--- src/rtl/rsqrt_pkg.sv ---
package rsqrt_pkg;

    typedef struct packed {
        logic        sgn;
        logic [7:0]  ex;
        logic [22:0] man;
    } fp32_t;

    typedef enum logic [1:0] {
        CLS_FINITE,
        CLS_ZERO,
        CLS_INF,
        CLS_NAN
    } fcls_t;

    localparam logic [31:0] FP_MAX_POS  = 32'h7F7F_FFFF;
    localparam logic [31:0] FP_POS_ZERO = 32'h0000_0000;
    // 2*127 + 127 - 1: folding constant so that (FOLD - E) >> 1 is the result exponent
    localparam logic [8:0]  EXP_FOLD    = 9'd380;

    function automatic fcls_t fp_classify(input fp32_t v);
        if (v.ex == 8'h00)       return CLS_ZERO;
        else if (v.ex != 8'hFF)  return CLS_FINITE;
        else if (v.man == '0)    return CLS_INF;
        else                     return CLS_NAN;
    endfunction

    // Seed mantissa for table address addr: top bit is exponent parity
    // (1: operand scaled into [1,2), 0: into [2,4)), low idx_w bits pick the
    // mantissa interval; the value is 1/sqrt of the interval midpoint.
    function automatic longint unsigned rsqrt_seed(input int addr, input int idx_w,
                                                   input int frac_w);
        longint unsigned one, den, num, root, trial;
        int k;
        one  = 64'd1;
        k    = frac_w + 8;
        den  = (one << (idx_w + 1)) + 64'(2 * (addr % (1 << idx_w))) + one;
        if (((addr >> idx_w) & 1) == 0)
            den = den << 1;
        num  = (one << (2 * k + idx_w + 1)) / den;
        root = 64'd0;
        for (int b = k; b >= 0; b--) begin
            trial = root | (one << b);
            if (trial * trial <= num)
                root = trial;
        end
        return (root >> (k - 1 - frac_w)) & ((one << frac_w) - one);
    endfunction

endpackage

--- src/rtl/rsqrt_lut.sv ---
module rsqrt_lut
    import rsqrt_pkg::*;
#(
    parameter int IDX_W  = 5,
    parameter int FRAC_W = 8
) (
    input  logic [IDX_W:0]    addr,
    output logic [FRAC_W-1:0] frac
);
    localparam int DEPTH = 2 ** (IDX_W + 1);

    logic [FRAC_W-1:0] rom [DEPTH];

    for (genvar gi = 0; gi < DEPTH; gi++) begin : g_rom
        assign rom[gi] = FRAC_W'(rsqrt_seed(gi, IDX_W, FRAC_W));
    end

    assign frac = rom[addr];

endmodule

--- src/rtl/rsqrt_core.sv ---
module rsqrt_core
    import rsqrt_pkg::*;
#(
    parameter int IDX_W  = 5,
    parameter int FRAC_W = 8
) (
    input  fp32_t x_in,
    output fp32_t y_out,
    output logic  raise_unf,
    output logic  raise_ovf
);
    localparam int PAD_W = 23 - FRAC_W;

    fcls_t             cls;
    logic [IDX_W:0]    lut_addr;
    logic [FRAC_W-1:0] seed_frac;
    logic [8:0]        fold;
    logic              unused_bits;

    assign cls      = fp_classify(x_in);
    // parity of the biased exponent picks the table half
    assign lut_addr = {x_in.ex[0], x_in.man[22 -: IDX_W]};
    assign fold     = EXP_FOLD - {1'b0, x_in.ex};
    assign unused_bits = x_in.sgn ^ fold[0];

    rsqrt_lut #(.IDX_W(IDX_W), .FRAC_W(FRAC_W)) u_lut (
        .addr (lut_addr),
        .frac (seed_frac)
    );

    always_comb begin
        raise_unf = 1'b0;
        raise_ovf = 1'b0;
        y_out     = fp32_t'(FP_MAX_POS);
        case (cls)
            CLS_FINITE: begin
                y_out.sgn = 1'b0;
                y_out.ex  = fold[8:1];
                y_out.man = {seed_frac, {PAD_W{1'b0}}};
            end
            CLS_INF: begin
                y_out     = fp32_t'(FP_POS_ZERO);
                raise_unf = 1'b1;
            end
            default: begin
                y_out     = fp32_t'(FP_MAX_POS);
                raise_ovf = 1'b1;
            end
        endcase
    end

endmodule

--- src/rtl/rsqrt_flags.sv ---
module rsqrt_flags (
    input  logic clk,
    input  logic rst,
    input  logic clr,
    input  logic set_unf,
    input  logic set_ovf,
    output logic flag_unf,
    output logic flag_ovf
);
    always_ff @(posedge clk) begin
        if (rst) begin
            flag_unf <= 1'b0;
            flag_ovf <= 1'b0;
        end else begin
            flag_unf <= set_unf | (flag_unf & ~clr);
            flag_ovf <= set_ovf | (flag_ovf & ~clr);
        end
    end

    AST_UNF_HOLD: assert property (@(posedge clk) disable iff (rst)
        (flag_unf && !clr) |=> flag_unf);
    AST_OVF_HOLD: assert property (@(posedge clk) disable iff (rst)
        (flag_ovf && !clr) |=> flag_ovf);
    AST_CLR_WORKS: assert property (@(posedge clk) disable iff (rst)
        (clr && !set_unf && !set_ovf) |=> (!flag_unf && !flag_ovf));
    AST_OVF_RAISE: assert property (@(posedge clk) disable iff (rst)
        set_ovf |=> flag_ovf);
    AST_UNF_RAISE: assert property (@(posedge clk) disable iff (rst)
        set_unf |=> flag_unf);

endmodule

--- src/rtl/rsqrt_regfile.sv ---
module rsqrt_regfile #(
    parameter int NREG = 8,
    parameter int AW   = $clog2(NREG),
    parameter int DW   = 32
) (
    input  logic          clk,
    input  logic          rst,
    input  logic          ld_en,
    input  logic [AW-1:0] ld_idx,
    input  logic [DW-1:0] ld_val,
    input  logic          wb_en,
    input  logic [AW-1:0] wb_idx,
    input  logic [DW-1:0] wb_val,
    input  logic [AW-1:0] ra_idx,
    output logic [DW-1:0] ra_val,
    input  logic [AW-1:0] rb_idx,
    output logic [DW-1:0] rb_val
);
    logic [DW-1:0] regs [NREG];

    for (genvar gi = 0; gi < NREG; gi++) begin : g_reg
        always_ff @(posedge clk) begin
            if (rst)
                regs[gi] <= '0;
            else if (wb_en && wb_idx == AW'(gi))
                regs[gi] <= wb_val;       // writeback has priority over load
            else if (ld_en && ld_idx == AW'(gi))
                regs[gi] <= ld_val;
        end
    end

    assign ra_val = regs[ra_idx];
    assign rb_val = regs[rb_idx];

endmodule

--- src/rtl/rsqrt_est_unit.sv ---
module rsqrt_est_unit
    import rsqrt_pkg::*;
#(
    parameter int NREG   = 8,
    parameter int IDX_W  = 5,
    parameter int FRAC_W = 8,
    parameter int OP_W   = 16,
    localparam int AW    = $clog2(NREG)
) (
    input  logic            clk,
    input  logic            rst,
    input  logic            issue,
    input  logic [OP_W-1:0] op_word,
    input  logic            ld_en,
    input  logic [AW-1:0]   ld_sel,
    input  logic [31:0]     ld_data,
    input  logic [AW-1:0]   rd_sel,
    output logic [31:0]     rd_data,
    input  logic            flag_clr,
    output logic            flag_unf,
    output logic            flag_ovf
);
    logic [AW-1:0] src_idx, dst_idx;
    logic [31:0]   src_val;
    logic          unused_op;

    logic          s1_vld;
    logic [AW-1:0] s1_dst;
    fp32_t         s1_x;

    fp32_t         wb_res;
    logic          core_unf, core_ovf;

    assign src_idx   = op_word[2*AW-1:AW];
    assign dst_idx   = op_word[AW-1:0];
    assign unused_op = ^op_word[OP_W-1:2*AW];

    always_ff @(posedge clk) begin
        if (rst) begin
            s1_vld <= 1'b0;
            s1_dst <= '0;
            s1_x   <= '0;
        end else begin
            s1_vld <= issue;
            s1_dst <= dst_idx;
            s1_x   <= fp32_t'(src_val);
        end
    end

    rsqrt_core #(.IDX_W(IDX_W), .FRAC_W(FRAC_W)) u_core (
        .x_in      (s1_x),
        .y_out     (wb_res),
        .raise_unf (core_unf),
        .raise_ovf (core_ovf)
    );

    rsqrt_regfile #(.NREG(NREG), .AW(AW), .DW(32)) u_rf (
        .clk    (clk),
        .rst    (rst),
        .ld_en  (ld_en),
        .ld_idx (ld_sel),
        .ld_val (ld_data),
        .wb_en  (s1_vld),
        .wb_idx (s1_dst),
        .wb_val (wb_res),
        .ra_idx (src_idx),
        .ra_val (src_val),
        .rb_idx (rd_sel),
        .rb_val (rd_data)
    );

    rsqrt_flags u_flags (
        .clk      (clk),
        .rst      (rst),
        .clr      (flag_clr),
        .set_unf  (s1_vld & core_unf),
        .set_ovf  (s1_vld & core_ovf),
        .flag_unf (flag_unf),
        .flag_ovf (flag_ovf)
    );

    AST_NO_NAN: assert property (@(posedge clk) disable iff (rst)
        s1_vld |-> (wb_res.ex != 8'hFF));
    AST_NO_DENORM: assert property (@(posedge clk) disable iff (rst)
        s1_vld |-> (wb_res.ex != 8'h00 || wb_res.man == '0));
    AST_POS_SIGN: assert property (@(posedge clk) disable iff (rst)
        s1_vld |-> !wb_res.sgn);
    AST_ONE_FLAG: assert property (@(posedge clk) disable iff (rst)
        s1_vld |-> !(core_unf && core_ovf));

endmodule

--- config.mk ---
export PLATFORM = sky130hd
export DESIGN_NAME = rsqrt_est_unit
export DESIGN_NICKNAME = d
export VERILOG_FILES = /design/src/rtl/rsqrt_pkg.sv /design/src/rtl/rsqrt_lut.sv /design/src/rtl/rsqrt_core.sv /design/src/rtl/rsqrt_flags.sv /design/src/rtl/rsqrt_regfile.sv /design/src/rtl/rsqrt_est_unit.sv
export SDC_FILE = /design/constraint.sdc
export NUM_CORES = 1
export LEC_CHECK = 0
export ABC_CLOCK_PERIOD_IN_PS = 10450
export BUFFER_PORTS_ARGS = -buffer_cell sky130_fd_sc_hd__buf_2
export CAP_MARGIN = 15
export CORE_ASPECT_RATIO = 1.5
export CORE_MARGIN = 4
export CORE_UTILIZATION = 60
export CTS_CLUSTER_SIZE = 16
export DETAILED_ROUTE_END_ITERATION = 10
export PLACE_DENSITY = 0.79
export SLEW_MARGIN = 25
export SYNTH_ARGS = -nofsm -noshare
export SYNTH_HDL_FRONTEND = slang
export SYNTH_SLANG_ARGS = --single-unit
--- constraint.sdc ---
create_clock -name clk -period 10.45 [get_ports clk]
set_clock_uncertainty 0.05 [all_clocks]
set_input_delay 1.045 -clock clk [delete_from_list [all_inputs] [get_ports clk]]
set_output_delay 1.045 -clock clk [all_outputs]
set_load 0.05 [all_outputs]
# Yosys cells after proc, flatten, opt, wreduce, memory -nomap -nowiden
# Memory sizes are Yosys's and may differ from the RTL's. A register that Yosys moved wholly into a read port is not among the register bits.
# Cells that the tools add are included.
[op_classes]
order_cmp = 1
addsub = 1
n_mux = 82
bitwise_logic = 24
eq_ne = 16
reduce_logical = 22
[ops]
columns = ["op", "n"]
rows = [
  ["$mux W32", 16],
  ["$pmux W31 S2", 1],
  ["$mux W1", 61],
  ["$eq A3 B3 Y1 const B", 8],
  ["$logic_not A23 Y1", 1],
  ["$or A1 B1 Y1", 18],
  ["$logic_and A1 B1 Y1", 16],
  ["$mux W8", 2],
  ["$eq A3 B2 Y1 const B", 4],
  ["$sub A9 B8 Y9 const A", 1],
  ["$logic_not A8 Y1", 1],
  ["$ne A8 B8 Y1 const B", 1],
  ["$ge A7 B7 Y1 const B", 1],
  ["$not A6 Y7", 1],
  ["$eq A3 B1 Y1 const B", 2],
  ["$logic_not A3 Y1", 2],
  ["$and A1 B1 Y1", 4],
  ["$mux W2", 2],
  ["$eq A2 B2 Y1 const B", 1],
  ["$logic_not A2 Y1", 1],
  ["$reduce_or A2 Y1", 1],
  ["$not A1 Y1", 1],
]
[totals]
inputBits = 59
wordCells = 152
ram_bits = 256
ff_bits = 6
romBits = 512
memories = 2
out_inout_bits = 34
[mem_list]
columns = ["name", "depth", "width", "read_ports", "rd_ports_with_merged_regs", "write_ports", "line_no", "text"]
rows = [
  ["(name not given)", 64, 8, 1, 0, 0, "rsqrt_lut.sv:18", "assign frac = rom[addr];"],
  ["u_rf.regs", 8, 32, 2, 1, 8, "rsqrt_regfile.sv:19", "logic [DW-1:0] regs [NREG];"],
]

# Logic depth before layout (Yosys ltp)
# Gate-level depths: netlist of the first run.
[logic_depth]
ltp_word = 9
mapped_depth = 11
ltp_nobuf = 7

# Cells and area by module
# A second synthesis of the first run with hierarchy kept.
[unflattened]
cells_unflattened = 1269
area_unflattened_um2 = 17387.9
[modules_own_cells]
columns = ["module", "cells_per_inst", "seq_area_each_um2", "area_each_um2", "n_inst"]
rows = [
  ["rsqrt_regfile", 980, 7687.4, 14828.0, 1],
  ["rsqrt_est_unit", 77, 720.7, 1007.2, 1],
  ["rsqrt_lut", 123, 0.0, 899.6, 1],
  ["rsqrt_core", 81, 0.0, 583.1, 1],
  ["rsqrt_flags", 8, 40.0, 70.1, 1],
]

# Least setup slack after synthesis of the first run
# No wires, ideal clock.
[synth_path]
path_type = "input-to-reg"
start = "in ld_sel[2]"
end = "mem u_rf.regs[2][0], enable pin"
n_path_buf = 0
t_required_ns = 9.934
stages = 2
setup_time_ns = 0.466
arrival_time_ns = 3.546
slack_ns = 6.388
path_cell_list = "nand3b_1 > o21ai_0"
[synth_lines]
columns = ["item", "line_no", "text"]
rows = [
  ["start, declared", "rsqrt_est_unit.sv:15", "input logic [AW-1:0] ld_sel,"],
  ["end, declared", "rsqrt_regfile.sv:19", ""],
]

# Final worst setup path of the first run
[layout_path]
start = "in rd_sel[0]"
end = "out rd_data[15]"
[layout_between]
elab_chain_len = 1
[layout_lines]
columns = ["item", "line_no", "text"]
rows = [
  ["start, declared", "rsqrt_est_unit.sv:17", "input logic [AW-1:0] rd_sel,"],
  ["$mem_v2 Z8 W32", "--", ""],
  ["end, declared", "rsqrt_est_unit.sv:18", "output logic [31:0] rd_data,"],
]
# Every way passes these cells.

==> results of run 1 <==
==> cells by family (layout without fill, tap and decap cells) <==
logic type	Yosys count	count (layout)	share of synthesized area
and+or+nand+nor	405	405	0.1082
DFF	293	293	0.5109
AOI/OAI and AO/OA	245	245	0.1105
muxes	196	196	0.2192
buffers and inverters	153	185	0.03990
adders and majority gates	12	12	0.009102
xor gates and xnor gates	4	4	0.002124
other	0	1	0
==> Yosys cell counts, types with 3 or more instances <==
cell,instances
nand2b_1,12
o21ai_1,9
xnor2_1,4
o211ai_1,5
clkbuf_1,73
a21oi_1,24
a22o_1,65
a221o_1,15
nand2_1,224
nor2_1,86
nor4_1,6
mux4_2,129
o21ai_0,43
o31ai_1,3
mux2_2,32
nand3_1,8
nor2b_1,10
a211oi_1,8
inv_1,12
nand4_1,5
buf_1,16
nor3b_1,5
or3_1,5
a21o_1,32
a32o_1,8
nor3_1,8
a32oi_1,3
mux2i_1,35
edfxtp_1,256
nand3b_1,4
o22ai_1,3
and2_1,14
ha_1,12
buf_2,45
a221oi_1,3
dfxtp_1,37
o311ai_0,6
and3_1,4
==> flip-flops by register name, indices dropped and copies added, names as in the netlist <==
register          count
s1_dst                3
s1_vld                1
s1_x                 31
u_flags.flag_ovf      1
u_flags.flag_unf      1
u_rf.regs           256
==> worst min-delay path: stages (launching register included) <==
cell,delay [ns]
dfxtp_1,0.31
nand2b_1,0.06
a21oi_1,0.05
==> where the power goes <==
| part | internal, mW | switching [mW] | total, mW | leakage [nW] |
|---|---|---|---|---|
| sequential | 1.34 | 0.0418 | 1.39 | 2.98 |
| clock | 0.592 | 0.455 | 1.05 | 0.450 |
| combinational | 0.168 | 0.289 | 0.457 | 3.78 |
==> per-stage QoR <==
stage	setup slack, ns	area, sq um	hold WS, ns
after global routing	5.710	18130	0.4485
after floorplan	6.388	16500	0.4681
after global placement	5.856	17140	0.4042
final	5.892	18130	0.4227
after CTS	5.840	18100	0.4238
after detailed placement	5.865	17150	0.4090
==> worst max path at each step <==
stage / cells after the start / endpoint / slack, ns
2_1_floorplan: 2 / u_rf.regs[2][0]$_DFFE_PP_ / 6.39
3_3_place_gp: 5 / rd_data[15] / 5.86
3_5_place_dp: 5 / rd_data[15] / 5.87
4_1_cts: 5 / rd_data[15] / 5.84
5_1_grt: 5 / rd_data[14] / 5.71
6_report: 5 / rd_data[15] / 5.89
==> layer usage <==
layer,vias to the layer above,track usage
met5,-,0
met4,0,0.1956
met3,252,0.05549
met2,907,0.5561
met1,5886,0.3811
li1,5056,-
==> layout make-up <==
class / count / share of cell area
clock buffer: 41 / 0.04699
tap: 342 / 0.02360
clock inverter: 11 / 0.005452
inverter: 15 / 0.003381
antenna: 1 / 0.0001380
multi-input combinational: 862 / 0.4176
timing repair buffer: 118 / 0.03795
sequential: 293 / 0.4648
==> flow_summary.json, run 1 <==
{
  "status": "finished, final reports clean",
  "gp_congestion": 0.9541,
  "std_cell_rows": 74,
  "cts_resized": 0,
  "hold_start": "u_flags.flag_unf$_SDFF_PP0_",
  "synth_cells": 1308,
  "cts-root-buf": "clkbuf_16",
  "drt_first_pass_iters": 8,
  "yosys-top-cells-area": "edfxtp_1 (47%), mux4_2 (18%), nand2_1 (5.1%), dfxtp_1 (4.5%), a22o_1 (3.5%)",
  "gr-total-overflow": 0,
  "hold_depth": 2,
  "yosys.area.top_type": "edfxtp_1",
  "synth_area_per_cell_sq_um": 12.61,
  "crit_start": "rd_sel[0]",
  "cts.sinks": 293,
  "period_share": 0.4362,
  "cp_top_family": "buffers and inverters",
  "synth.top_cell.area_share": 0.4660,
  "tightest_slew_ns": 1.126,
  "route.detailed.drc": 0,
  "fin_nets": 1389,
  "post_cts_buffers": 0,
  "grt_pass1_vias": 12719,
  "worst_path_most_repeated_cell": "buf_4",
  "vias": 12101,
  "r2r_setup_slack_ns": 6.25,
  "r2r_start": "s1_x[23]$_SDFF_PP0_",
  "slowest_stage": "buf_4",
  "grt_pass1_wl_mm": 73.35,
  "synth_cell_types": 69,
  "hold_end": "u_flags.flag_unf$_SDFF_PP0_",
  "wl_met3_mm": 5.264,
  "maxCapViolCount": 0,
  "chipHeight_microns": 211.1,
  "slew_headroom": 0.2452,
  "worstHoldPathType": "reg2reg",
  "rr_worst_depth": 7,
  "clk_transition_reported_paths_ns": 0.06,
  "start_util": 0.6060,
  "h-tree-depth": 1,
  "timing.setup.tns_ns": 0,
  "n_fill_cell": 1955,
  "worst_path_largest_cell_delay_ns": 0.67,
  "top_layer": "met4",
  "crit_chain": "buf_4 -> buf_4 -> mux4_2 -> mux2_2 -> buf_2",
  "wl_met2_mm": 24.84,
  "ys.flop_type": "edfxtp_1",
  "wl_met1_mm": 15.49,
  "post_drt_wl_per_cell_microns": 29.07,
  "clk_latency_ns": 0.56,
  "antenna_found_initial": 2,
  "finalSetupViolCount": 0,
  "cts_tree": "done",
  "io_buffers": 82,
  "layout_min_cycle_time_ns": 4.558,
  "synth_edf_count": 256,
  "fp.dieW_microns": 143.4,
  "layout_common_cells": "edfxtp_1 (256), nand2_1 (221), mux4_2 (129), nor2_1 (86), buf_2 (79)",
  "ys_seq_area_frac": 0.5109,
  "ioPinCount": 93,
  "cts_hold_buf": 0,
  "routed_wl_mm": 48.93,
  "drtIter0Drc": 1744,
  "grt_start_max_net_pins": 65,
  "grt_usage": 0.3250,
  "fmax_mhz": 219.4,
  "critPathArrivalTime_ns": 3.46,
  "async_reset_ff_frac": 0,
  "p_leak_nw": 7.213,
  "seq_area_sq_um": 8428,
  "layout.cells.non_filler": 1683,
  "via_per_inst": 7.190,
  "power_density_nw_per_um2": 159.4,
  "yosys_warnings": 0,
  "path_class": "in2out",
  "die_area_sq_um": 30270,
  "critPathBufInv": 3,
  "post-route-util": 0.6661,
  "dp_hpwl_mm": 29.65,
  "multiInputGateArea_sq_um": 7572,
  "cts.path.max_buffers": 3,
  "worst-path-max-fanout": 35,
  "area_growth_pct": 9.913,
  "start_kind": "primary input",
  "hold_viol_final": 0,
  "dp_cells": 1630,
  "synth_area_sq_um": 16500,
  "core_area_sq_um": 27220,
  "ys_seq_elements": 293,
  "cp.required_ns": 9.36,
  "layout-drive-gt1-share": 0.2642,
  "syn_nets": 1379,
  "slew_viol_final": 0,
  "rsz0062_at_grt": "false",
  "peakVddDrop_uv": 185.4,
  "rr_endpoint": "u_rf.regs[0][20]$_DFFE_PP_",
  "layout_commonest_cell": "edfxtp_1",
  "cp-end-kind": "output port",
  "ant_nets": 0,
  "total_power_mw": 2.889,
  "cts_buffers": 28
}
Power figures use the tool's default switching activity.
==> inputs of run 2 (changes only) <==
--- a/config.mk
+++ b/config.mk
@@ -5,15 +5,16 @@
 export SDC_FILE = /design/constraint.sdc
 export NUM_CORES = 1
 export LEC_CHECK = 0
-export ABC_CLOCK_PERIOD_IN_PS = 10450
+export ABC_AREA = 1
+export ABC_CLOCK_PERIOD_IN_PS = 4000
 export BUFFER_PORTS_ARGS = -buffer_cell sky130_fd_sc_hd__buf_2
 export CAP_MARGIN = 15
 export CORE_ASPECT_RATIO = 1.5
 export CORE_MARGIN = 4
-export CORE_UTILIZATION = 60
+export CORE_UTILIZATION = 56
 export CTS_CLUSTER_SIZE = 16
 export DETAILED_ROUTE_END_ITERATION = 10
-export PLACE_DENSITY = 0.79
+export PLACE_DENSITY = 0.77
 export SLEW_MARGIN = 25
 export SYNTH_ARGS = -nofsm -noshare
 export SYNTH_HDL_FRONTEND = slang
==> constraint.sdc (replaced) <==
create_clock -name clk -period 4 [get_ports clk]
set_clock_uncertainty 0.05 [all_clocks]
set_input_delay 0.4 -clock clk [delete_from_list [all_inputs] [get_ports clk]]
set_output_delay 0.4 -clock clk [all_outputs]
set_load 0.05 [all_outputs]
==> run 2 against run 1 <==
Routed wire length grew 14%. Die area grew 7.7%. Hold slack lost 0.41 ns. Sequential power grew to 2.6 times the previous value. Clock power grew to 2.7 times the previous value. Largest cell class unchanged.
==> flow_summary.json, run 2 <==
{
  "hold_viol_final": 0,
  "cts.sinks": 293,
  "yosys-top-cells-area": "edfxtp_1 (46%), o21ai_0 (14%), nand2_1 (9.0%), a21oi_1 (4.6%), dfxtp_1 (4.5%)",
  "tightest_slew_ns": 1.015,
  "slowest_stage": "dfxtp_1",
  "cts.path.max_buffers": 3,
  "synth_edf_count": 256,
  "synth_compound_area_frac": 0.2433,
  "largest_reg_flops": 256,
  "layout_commonest_cell": "o21ai_0",
  "synth_common_cells": "o21ai_0 (470), nand2_1 (397), edfxtp_1 (256)",
  "area_growth_pct": 10.43,
  "worst-path-max-fanout": 25,
  "synth_top_family_by_area": "compound AO/OA/AOI/OAI gates",
  "die_area_sq_um": 32600,
  "ys_seq_area_frac": 0.5064,
  "ant_nets": 0,
  "slew_headroom": 0.3225,
  "path_class": "reg2reg",
  "critPathBufInv": 3,
  "status": "finished, final reports clean",
  "start_kind": "flop",
  "synth_cells": 2067,
  "antenna_found_initial": 0,
  "route.detailed.drc": 0,
  "crit_chain": "inv_2 -> ha_1 -> nand3_1 -> nor2_1 -> inv_1 -> nand4_1 -> nand2_4 -> inv_6 -> nand2_2 -> o21ai_0",
  "synth.area.mux_share": 0,
  "finalSetupViolCount": 0,
  "antennaDiodeCount": 0,
  "layout_min_cycle_time_ns": 3.049,
  "layout_common_cells": "o21ai_0 (470), nand2_1 (396), edfxtp_1 (256), inv_1 (191), nor2_1 (157)",
  "grt_usage": 0.3341,
  "synth_area_per_cell_sq_um": 8.053,
  "cts_buffers": 28,
  "rsz0062_at_grt": "false",
  "ys.flop_type": "edfxtp_1",
  "placedInstanceArea_sq_um": 17390,
  "start_util": 0.5664,
  "cts-root-buf": "clkbuf_16",
  "fin_nets": 2145,
  "gp_congestion": 0.9368,
  "fin_hold_ws_ns": 0.01008,
  "cp-end-kind": "flop",
  "worstHoldPathType": "in2reg",
  "io_buffers": 82,
  "grt_pass1_vias": 15665,
  "ioPinCount": 93,
  "power_density_nw_per_um2": 414.6,
  "cp.required_ns": 4.22,
  "syn_nets": 2138,
  "ys_seq_elements": 293,
  "clk_transition_reported_paths_ns": 0.07,
  "yosys_warnings": 0,
  "grt_start_max_net_pins": 160,
  "yosys.area.top_type": "edfxtp_1",
  "synth_xor_area_frac": 0.001579,
  "cts_tree": "done",
  "synthSimpleGateAreaFrac": 0.1553,
  "grt_pass1_wl_mm": 84.44,
  "dp_hpwl_mm": 32.70,
  "routed_wl_mm": 55.79,
  "async_reset_ff_frac": 0,
  "design_area_sq_um": 18380,
  "post_drt_wl_per_cell_microns": 22.40,
  "drt_first_pass_iters": 6,
  "std_cell_rows": 77,
  "chipHeight_microns": 219.2,
  "gr-total-overflow": 0,
  "fp.dieW_microns": 148.8,
  "yosysMostFrequentCell": "o21ai_0",
  "post-route-util": 0.6255,
  "slew_viol_final": 0,
  "reg_top3": "u_rf.regs: 256 flops, s1_x: 31 flops, s1_dst: 3 flops",
  "drtIter0Drc": 2584,
  "cp_top_family": "simple AND/OR/NAND/NOR gates",
  "via_per_inst": 6.505,
  "vias": 16204,
  "synthAdderAreaFrac": 0.009021,
  "maxCapViolCount": 0,
  "largest_register": "u_rf.regs",
  "timing.setup.tns_ns": 0,
  "synth_area_sq_um": 16640,
  "fmax_mhz": 328.0,
  "period_share": 0.7621,
  "synth.top_cell.area_share": 0.4619,
  "core_area_sq_um": 29380,
  "p_leak_nw": 7.416,
  "peakVddDrop_uv": 343.7,
  "h-tree-depth": 1,
  "layout-drive-gt1-share": 0.09876,
  "synth_cell_types": 30,
  "clk_latency_ns": 0.56,
  "critPathArrivalTime_ns": 3.27,
  "worst_path_largest_cell_delay_ns": 0.64
}
## run 2: metal layers
| layer | vias to the layer above | part of all wire | global-route usage |
|---|---|---|---|
| li1 | 7138 | - | - |
| met1 | 7432 | 0.33 | 0.4115 |
| met2 | 1323 | 0.48 | 0.5599 |
| met3 | 311 | 0.13 | 0.05288 |
| met4 | 0 | 0.062 | 0.1887 |
| met5 | - | 0 | 0 |
## run 2: power breakdown
| group | internal [mW] | switching (mW) |
|---|---|---|
| sequential | 3.50 | 0.0900 |
| combinational | 0.307 | 0.908 |
| clock | 1.67 | 1.15 |
## run 2: final timing paths
path | startpoint | to | slack [ns] | cells past startpoint
setup / recovery | s1_x[23]$_SDFF_PP0_ | u_rf.regs[1][8]$_DFFE_PP_ | 0.95 | 10
hold / removal | op_word[1] | s1_dst[1]$_SDFF_PP0_ | 0.01 | 3
setup reg to reg | s1_x[23]$_SDFF_PP0_ | u_rf.regs[1][8]$_DFFE_PP_ | 0.95 | 10
hold reg to reg | u_flags.flag_unf$_SDFF_PP0_ | u_flags.flag_unf$_SDFF_PP0_ | 0.43 | 2
## run 2: area by class of cell
cell class | instances | area [sq um]
fillers | 2392 | 11000
multi-input cells | 1423 | 6853
inverters | 198 | 748.2
repair buffers | 130 | 892.1
flip-flops and latches | 293 | 8428
well taps | 395 | 494.2
clock inverters | 15 | 200.2
clock buffers | 37 | 765.7
## run 2: metrics by stage
stage          power (mW)  cells  setup WS, ns
3_3_place_gp        4.778   2436         1.143
3_5_place_dp        4.821   2436         1.116
2_1_floorplan       4.438   2067         1.410
5_1_grt             7.844   2491        0.8652
4_1_cts             7.570   2491         1.088
6_report            7.621   2491        0.9514
## run 2: what timing repair did
| action | 4_1_cts | 5_1_grt |
|---|---|---|
| gates resized for setup | 0 | 0 |
| hold buffers | 3 | 0 |
| setup buffers | 0 | 0 |
| hold endpoints to repair | 3 | 0 |
## run 2: cells by family (layout without fill, tap and decap cells)
kind of cell / after synthesis / count (layout)
flip-flops: 293 / 293
AO/OA/AOI/OAI: 761 / 761
XOR/XNOR: 3 / 3
buffers and inverters: 351 / 380
AND/OR/NAND/NOR: 647 / 647
adder cells (fa/ha/maj): 12 / 12
## run 2: worst register-to-register path: stages (launching register included)
cell and delay, ns:
dfxtp_1 0.64, inv_2 0.24, ha_1 0.31, nand3_1 0.11
nor2_1 0.05, inv_1 0.12, nand4_1 0.15, nand2_4 0.38
inv_6 0.12, nand2_2 0.38, o21ai_0 0.22
